--- config.mk ---
export PLATFORM = sky130hd
export DESIGN_NAME = gather_unit
export DESIGN_NICKNAME = d
export VERILOG_FILES = /design/src/rtl/gather_pkg.sv /design/src/rtl/gather_lane_pick.sv /design/src/rtl/gather_addr_gen.sv /design/src/rtl/gather_elem_regs.sv /design/src/rtl/gather_unit.sv
export SDC_FILE = /design/constraint.sdc
export NUM_CORES = 2
export LEC_CHECK = 0
export BUFFER_PORTS_ARGS = -buffer_cell sky130_fd_sc_hd__buf_4
export CAP_MARGIN = 20
export CELL_PAD_IN_SITES_DETAIL_PLACEMENT = 0
export CELL_PAD_IN_SITES_GLOBAL_PLACEMENT = 2
export CORE_AREA = 2 2 555 557
export DETAILED_ROUTE_END_ITERATION = 8
export DIE_AREA = 0 0 557 559
export PLACE_DENSITY_LB_ADDON = 0.1
export SLEW_MARGIN = 15
export SYNTH_ARGS = -nofsm -noshare
export SYNTH_HDL_FRONTEND = slang
export SYNTH_SLANG_ARGS = --single-unit
export TNS_END_PERCENT = 20
--- constraint.sdc ---
create_clock -name clk -period 7.55 [get_ports clk]
set_input_delay 1.1325 -clock clk [delete_from_list [all_inputs] [get_ports clk]]
set_output_delay 1.1325 -clock clk [all_outputs]
set_load 0.03 [all_outputs]
--- src/rtl/gather_pkg.sv ---
package gather_pkg;

    localparam int ELEM_W  = 32;
    localparam int DIDX_W  = 32;
    localparam int QIDX_W  = 64;

    typedef enum logic [1:0] {
        ST_IDLE = 2'd0,
        ST_REQ  = 2'd1,
        ST_WAIT = 2'd2
    } seq_state_e;

    typedef enum logic [1:0] {
        SCL_X1 = 2'd0,
        SCL_X2 = 2'd1,
        SCL_X4 = 2'd2,
        SCL_X8 = 2'd3
    } scale_e;

    typedef struct packed {
        scale_e scale;
        logic   qidx;
        logic   wide;
    } gather_cfg_t;

    // Number of lanes that take part for a given index width and length.
    function automatic int active_lanes(int lanes, logic qidx, logic wide);
        int n;
        n = wide ? lanes : lanes / 2;
        if (qidx) n = n / 2;
        return n;
    endfunction

endpackage

--- src/rtl/gather_lane_pick.sv ---
module gather_lane_pick #(
    parameter int LANES = 8
) (
    input  logic [LANES-1:0]         cand,
    output logic                     found,
    output logic [$clog2(LANES)-1:0] lane
);
    localparam int LW = $clog2(LANES);

    // Lowest set candidate wins.
    always_comb begin
        found = 1'b0;
        lane  = '0;
        for (int i = LANES - 1; i >= 0; i--) begin
            if (cand[i]) begin
                found = 1'b1;
                lane  = LW'(i);
            end
        end
    end
endmodule

--- src/rtl/gather_addr_gen.sv ---
module gather_addr_gen
    import gather_pkg::*;
#(
    parameter int LANES  = 8,
    parameter int ADDR_W = 48
) (
    input  logic [LANES*DIDX_W-1:0]  idx_vec,
    input  gather_cfg_t              cfg,
    input  logic [ADDR_W-1:0]        base,
    input  logic [$clog2(LANES)-1:0] lane,
    output logic [ADDR_W-1:0]        addr
);
    localparam int QLANES = LANES / 2;

    logic [QIDX_W-1:0] idx_ext [LANES];
    logic [QIDX_W-1:0] sel;

    generate
        for (genvar g = 0; g < LANES; g++) begin : g_lane
            logic [QIDX_W-1:0] dw_ext;
            logic [QIDX_W-1:0] qw_ext;
            assign dw_ext = {{(QIDX_W-DIDX_W){idx_vec[DIDX_W*g+DIDX_W-1]}},
                             idx_vec[DIDX_W*g +: DIDX_W]};
            if (g < QLANES) begin : g_q
                assign qw_ext = idx_vec[QIDX_W*g +: QIDX_W];
            end else begin : g_nq
                assign qw_ext = '0;
            end
            assign idx_ext[g] = cfg.qidx ? qw_ext : dw_ext;
        end
    endgenerate

    assign sel  = idx_ext[lane];
    assign addr = ADDR_W'({{(QIDX_W-ADDR_W){1'b0}}, base} + (sel << cfg.scale));
endmodule

--- src/rtl/gather_elem_regs.sv ---
module gather_elem_regs
    import gather_pkg::*;
#(
    parameter int LANES = 8
) (
    input  logic                     clk,
    input  logic                     rst,
    input  logic                     load,
    input  logic [LANES-1:0]         lane_keep,
    input  logic [LANES*ELEM_W-1:0]  dst_in,
    input  logic [LANES*ELEM_W-1:0]  mask_in,
    input  logic                     wr_en,
    input  logic [$clog2(LANES)-1:0] wr_lane,
    input  logic [ELEM_W-1:0]        wr_data,
    input  logic                     clr_mask,
    output logic [LANES*ELEM_W-1:0]  dst_q,
    output logic [LANES*ELEM_W-1:0]  mask_q
);
    generate
        for (genvar g = 0; g < LANES; g++) begin : g_lane
            logic [ELEM_W-1:0] d_r;
            logic [ELEM_W-1:0] m_r;
            always_ff @(posedge clk) begin
                if (rst) begin
                    d_r <= '0;
                    m_r <= '0;
                end else begin
                    if (load) begin
                        d_r <= lane_keep[g] ? dst_in[ELEM_W*g +: ELEM_W]  : '0;
                        m_r <= lane_keep[g] ? mask_in[ELEM_W*g +: ELEM_W] : '0;
                    end else if (wr_en && (wr_lane == g)) begin
                        d_r <= wr_data;
                        m_r <= '0;
                    end
                    if (clr_mask) m_r <= '0;
                end
            end
            assign dst_q[ELEM_W*g +: ELEM_W]  = d_r;
            assign mask_q[ELEM_W*g +: ELEM_W] = m_r;
        end
    endgenerate
endmodule

--- src/rtl/gather_unit.sv ---
module gather_unit
    import gather_pkg::*;
#(
    parameter int LANES  = 8,
    parameter int ADDR_W = 48
) (
    input  logic                     clk,
    input  logic                     rst,
    input  logic                     start_i,
    input  logic [LANES*32-1:0]      dst_i,
    input  logic [LANES*32-1:0]      mask_i,
    input  logic [ADDR_W-1:0]        base_i,
    input  logic [LANES*32-1:0]      idx_i,
    input  logic [1:0]               scale_i,
    input  logic                     qidx_i,
    input  logic                     wide_i,
    output logic                     busy_o,
    output logic                     done_o,
    output logic                     fault_o,
    output logic [$clog2(LANES)-1:0] fault_lane_o,
    output logic [LANES*32-1:0]      dst_o,
    output logic [LANES*32-1:0]      mask_o,
    output logic                     mem_req_valid_o,
    input  logic                     mem_req_ready_i,
    output logic [ADDR_W-1:0]        mem_req_addr_o,
    input  logic                     mem_rsp_valid_i,
    input  logic [31:0]              mem_rsp_data_i,
    input  logic                     mem_rsp_err_i
);
    localparam int LW = $clog2(LANES);

    seq_state_e        state;
    gather_cfg_t       cfg_r;
    logic [ADDR_W-1:0] base_r;
    logic [LANES*32-1:0] idx_r;
    logic [LW-1:0]     lane_r;
    logic              done_r;
    logic              fault_r;
    logic [LW-1:0]     flane_r;

    logic [LANES-1:0]  lane_keep;
    logic [LANES-1:0]  msb_in;
    logic [LANES-1:0]  msb_q;
    logic [LANES-1:0]  pick_cand;
    logic              pick_found;
    logic [LW-1:0]     pick_lane;
    logic              start_go;
    logic              rsp_ok;
    logic              rsp_bad;
    logic              clr_mask;
    logic [LANES*32-1:0] dst_q;
    logic [LANES*32-1:0] mask_q;

    generate
        for (genvar g = 0; g < LANES; g++) begin : g_msb
            assign lane_keep[g] = (g < active_lanes(LANES, qidx_i, wide_i));
            assign msb_in[g]    = mask_i[ELEM_W*g + ELEM_W-1] & lane_keep[g];
            assign msb_q[g]     = mask_q[ELEM_W*g + ELEM_W-1];
        end
    endgenerate

    assign start_go  = (state == ST_IDLE) && start_i;
    assign rsp_ok    = (state == ST_WAIT) && mem_rsp_valid_i && !mem_rsp_err_i;
    assign rsp_bad   = (state == ST_WAIT) && mem_rsp_valid_i &&  mem_rsp_err_i;
    assign pick_cand = (state == ST_IDLE) ? msb_in
                                          : (msb_q & ~(LANES'(1) << lane_r));
    assign clr_mask  = (start_go || rsp_ok) && !pick_found;

    gather_lane_pick #(.LANES(LANES)) u_pick (
        .cand  (pick_cand),
        .found (pick_found),
        .lane  (pick_lane)
    );

    gather_addr_gen #(.LANES(LANES), .ADDR_W(ADDR_W)) u_addr (
        .idx_vec (idx_r),
        .cfg     (cfg_r),
        .base    (base_r),
        .lane    (lane_r),
        .addr    (mem_req_addr_o)
    );

    gather_elem_regs #(.LANES(LANES)) u_regs (
        .clk       (clk),
        .rst       (rst),
        .load      (start_go),
        .lane_keep (lane_keep),
        .dst_in    (dst_i),
        .mask_in   (mask_i),
        .wr_en     (rsp_ok),
        .wr_lane   (lane_r),
        .wr_data   (mem_rsp_data_i),
        .clr_mask  (clr_mask),
        .dst_q     (dst_q),
        .mask_q    (mask_q)
    );

    always_ff @(posedge clk) begin
        if (rst) begin
            state   <= ST_IDLE;
            cfg_r   <= '0;
            base_r  <= '0;
            idx_r   <= '0;
            lane_r  <= '0;
            done_r  <= 1'b0;
            fault_r <= 1'b0;
            flane_r <= '0;
        end else begin
            done_r <= 1'b0;
            unique case (state)
                ST_IDLE: begin
                    if (start_i) begin
                        cfg_r   <= '{scale: scale_e'(scale_i), qidx: qidx_i, wide: wide_i};
                        base_r  <= base_i;
                        idx_r   <= idx_i;
                        fault_r <= 1'b0;
                        if (pick_found) begin
                            lane_r <= pick_lane;
                            state  <= ST_REQ;
                        end else begin
                            done_r <= 1'b1;
                        end
                    end
                end
                ST_REQ: begin
                    if (mem_req_ready_i) state <= ST_WAIT;
                end
                ST_WAIT: begin
                    if (rsp_bad) begin
                        fault_r <= 1'b1;
                        flane_r <= lane_r;
                        done_r  <= 1'b1;
                        state   <= ST_IDLE;
                    end else if (rsp_ok) begin
                        if (pick_found) begin
                            lane_r <= pick_lane;
                            state  <= ST_REQ;
                        end else begin
                            done_r <= 1'b1;
                            state  <= ST_IDLE;
                        end
                    end
                end
                default: state <= ST_IDLE;
            endcase
        end
    end

    assign busy_o          = (state != ST_IDLE);
    assign done_o          = done_r;
    assign fault_o         = fault_r;
    assign fault_lane_o    = flane_r;
    assign dst_o           = dst_q;
    assign mask_o          = mask_q;
    assign mem_req_valid_o = (state == ST_REQ);
endmodule

==> results.ini <==
[global_routing]
antenna_found_initial=154
grt_max_degree=161
grt_pass1_wl_mm=414
overflow=0
grt_pass1_vias=41200
globalRouteTotalUtil_pct=19.8

[clock_tree]
cts_hold_buf=0
clk_pin_slew_worst_paths_ps=60
clockBufferDepth=4
tritoncts=yes
cts.sinks=829
cts_max_level=3
clock_latency_ps=890
cts-buffers-inserted=125
cts_root_buf=clkbuf_16

[min_path]
hold-path-cell-count=2
hp-class=reg -> reg

[route]
routed_wl_mm=320
vias_per_cell=4.02
firstDrtPassIters=5
vias=40300
drtIter0Drc=2469
wl_per_cell_um=31.9
drc=0
ant_nets=0

[timing]
rsz0062_at_grt=yes
fmax_mhz=138
maxSlewViolCount=0
min_period_over_period_pct=95.8
setup-violations-final=0
finalHoldViolations=0
fin_crit_ps=7230
worstMarginPinSlew_ps=1190
slew_headroom_pct=21.0
skew_ps=95.6

[outcome]
status=completed

[floorplanning]
io_pins=1425
die_w_um=557
die_area_mm2=0.311
row_count=203
start_util_pct=12.3
fp.dieH_um=559
coreArea_mm2=0.305

[worst_setup_path]
worstRegToRegCells=10
crit_type=reg -> out
end_kind=output port
arrival_ps=6100
worstPathRequired_ps=6420
crit_fanout=20
worstSetupStartpointType=register

[yosys]
postSynthCellCount=4608
synth_area_mm2=0.0376
ys.flop_type=dfxtp_1
post_synth_num_cell_types=74
synth.net_count=5514
synth_seq_cells=829
synth_edf_count=0
syn_area_per_cell_um2=8.16
yosysSeqAreaShare_pct=44.1
synthArstFlopShare_pct=0
synth_warnings=0

[finish]
drive_gt1_share_pct=30.9
fin_area_mm2=0.0567
finalCoreUtilization_pct=18.6
syn_to_final_growth_pct=50.8
nNetsFinal=6718

[power]
power.density_mw_per_mm2=280
cellLeakagePower_uw=0.0228
ir_worst_vdd_mv=0.206
totalPowerFinal_uw=15900

[placed_design]
dpl_cell_area_mm2=0.0525
portBuffers=1424
place.gp.congestion=0.859
dp_hpwl_mm=255

[job]
maxCapViolations=0

==> state kept, by name, indices dropped and copies added (netlist names), 2 cells and up <==
signal	flops
lane_r	3
state	2
u_regs.g_lane.m_r	256
idx_r	256
base_r	48
fault_lane_o	3
u_regs.g_lane.d_r	256
cfg_r	3
==> cell type report <==
class / count / area (um^2)
Antenna cell: 40 / 100
Clock buffer: 191 / 3700
Clock inverter: 28 / 265
Fill cell: 34500 / 248000
Inverter: 15 / 56.3
Multi-Input combinational cell: 3329 / 19300
Sequential cell: 829 / 16600
Tap cell: 4100 / 5130
Timing Repair Buffer: 1512 / 11600
==> through the flow <==
| stage | setup TNS [ps] | std cells | hold slack (ps) | setup WS, ps |
|---|---|---|---|---|
| after floorplan | 0 | 4608 | 433 | 1590 |
| after global placement | 0 | 9776 | 447 | 780 |
| after detailed placement | 0 | 9777 | 449 | 807 |
| after CTS | 0 | 9999 | 383 | 53.9 |
| after global routing | -90.1 | 10000 | 437 | -90.1 |
| final | 0 | 10000 | 456 | 321 |
==> cell usage after synthesis, drive strengths merged (4+ instances only) <==
cell type  count  area, um^2
a211o          4        35.0
a211oi       263        1980
a21o          36         270
a21oi        524        2620
a221o          5        50.1
a22oi        193        1450
a311oi        37         324
a31oi         23         150
and2          48         300
and3           9        56.3
buf           98         609
clkbuf       337        1270
dfxtp        829       16600
ha            47         588
inv           14        52.6
mux2           7        78.8
mux2i        103        1030
mux4          73        1640
nand2        790        2970
nand2b         8        50.1
nand3        112         561
nand4         12        75.1
nor2         636        2390
nor2b         16         100
nor3         211        1060
o211a          4        40.0
o211ai         7        52.6
o21a          11        82.6
o21ai         47         243
o21bai         9        78.8
o22ai          5        31.3
o31a           4        35.0
o31ai          5        37.5
or2            4        25.0
or3            4        30.0
xnor2         24         210
xor2          18         158
==> layer usage <==
layer | track usage (%) | part of all wire, %
met2 | 33.7 | 48
met1 | 22.6 | 40
met3 | 7.98 | 9.3
met4 | 5.30 | 3.0
met5 | 0 | 0.21
==> cell families after synthesis <==
kind of cell / count (synthesis) / synth area share (%)
muxes: 183 / 7.32
xor gates and xnor gates: 42 / 0.978
and+or+nand+nor: 1856 / 20.4
adders and majority gates: 48 / 1.62
DFF: 829 / 44.1
buffers and inverters: 450 / 5.14
AOI/OAI and AO/OA: 1200 / 20.5
==> worst max-delay path: stages, from the launching register on <==
cell and delay [ps]:
dfxtp_4 640, buf_4 270, mux4_2 500, a21oi_1 630, mux2i_1 250, nor2_1 150
nor2_1 70, ha_1 370, and2_1 230, a221o_1 340, a2111o_1 440, o21ai_2 370
o21ai_1 230, o41a_1 400, nand4_1 110, buf_4 170
==> final timing paths <==
check | from | endpoint | slack [ps]
worst min-delay path | idx_r[58] | idx_r[58] | 460
worst min register to register | idx_r[58] | idx_r[58] | 460
worst max register to register | lane_r[0] | u_regs.g_lane[0].m_r[27] | 3700
worst max-delay path | lane_r[0] | mem_req_addr_o[47] | 320
==> power breakdown <==
part           leakage, uW  switching [uW]  internal, uW  total (uW)
clock network      0.00195            2480          3430        5910
registers          0.00681             329          4770        5090
logic               0.0141            3260          1610        4870
==> placed cells by master (no fill, tap or decap), types with 73 or more instances in the layout <==
cell / instances
buf_4: 1493
dfxtp_1: 823
nand2_1: 785
nor2_1: 634
a21oi_1: 512
a211oi_1: 262
nor3_1: 211
a22oi_1: 193
clkbuf_16: 125
nand3_1: 112
mux2i_1: 103
mux4_2: 73
==> timing repair <==
action,in CTS,in global routing
gates resized for setup,5,9
endpoints found under the setup margin,4,8
buffers inserted,3,5
No activity file was read; power rests on OpenSTA's default activity.
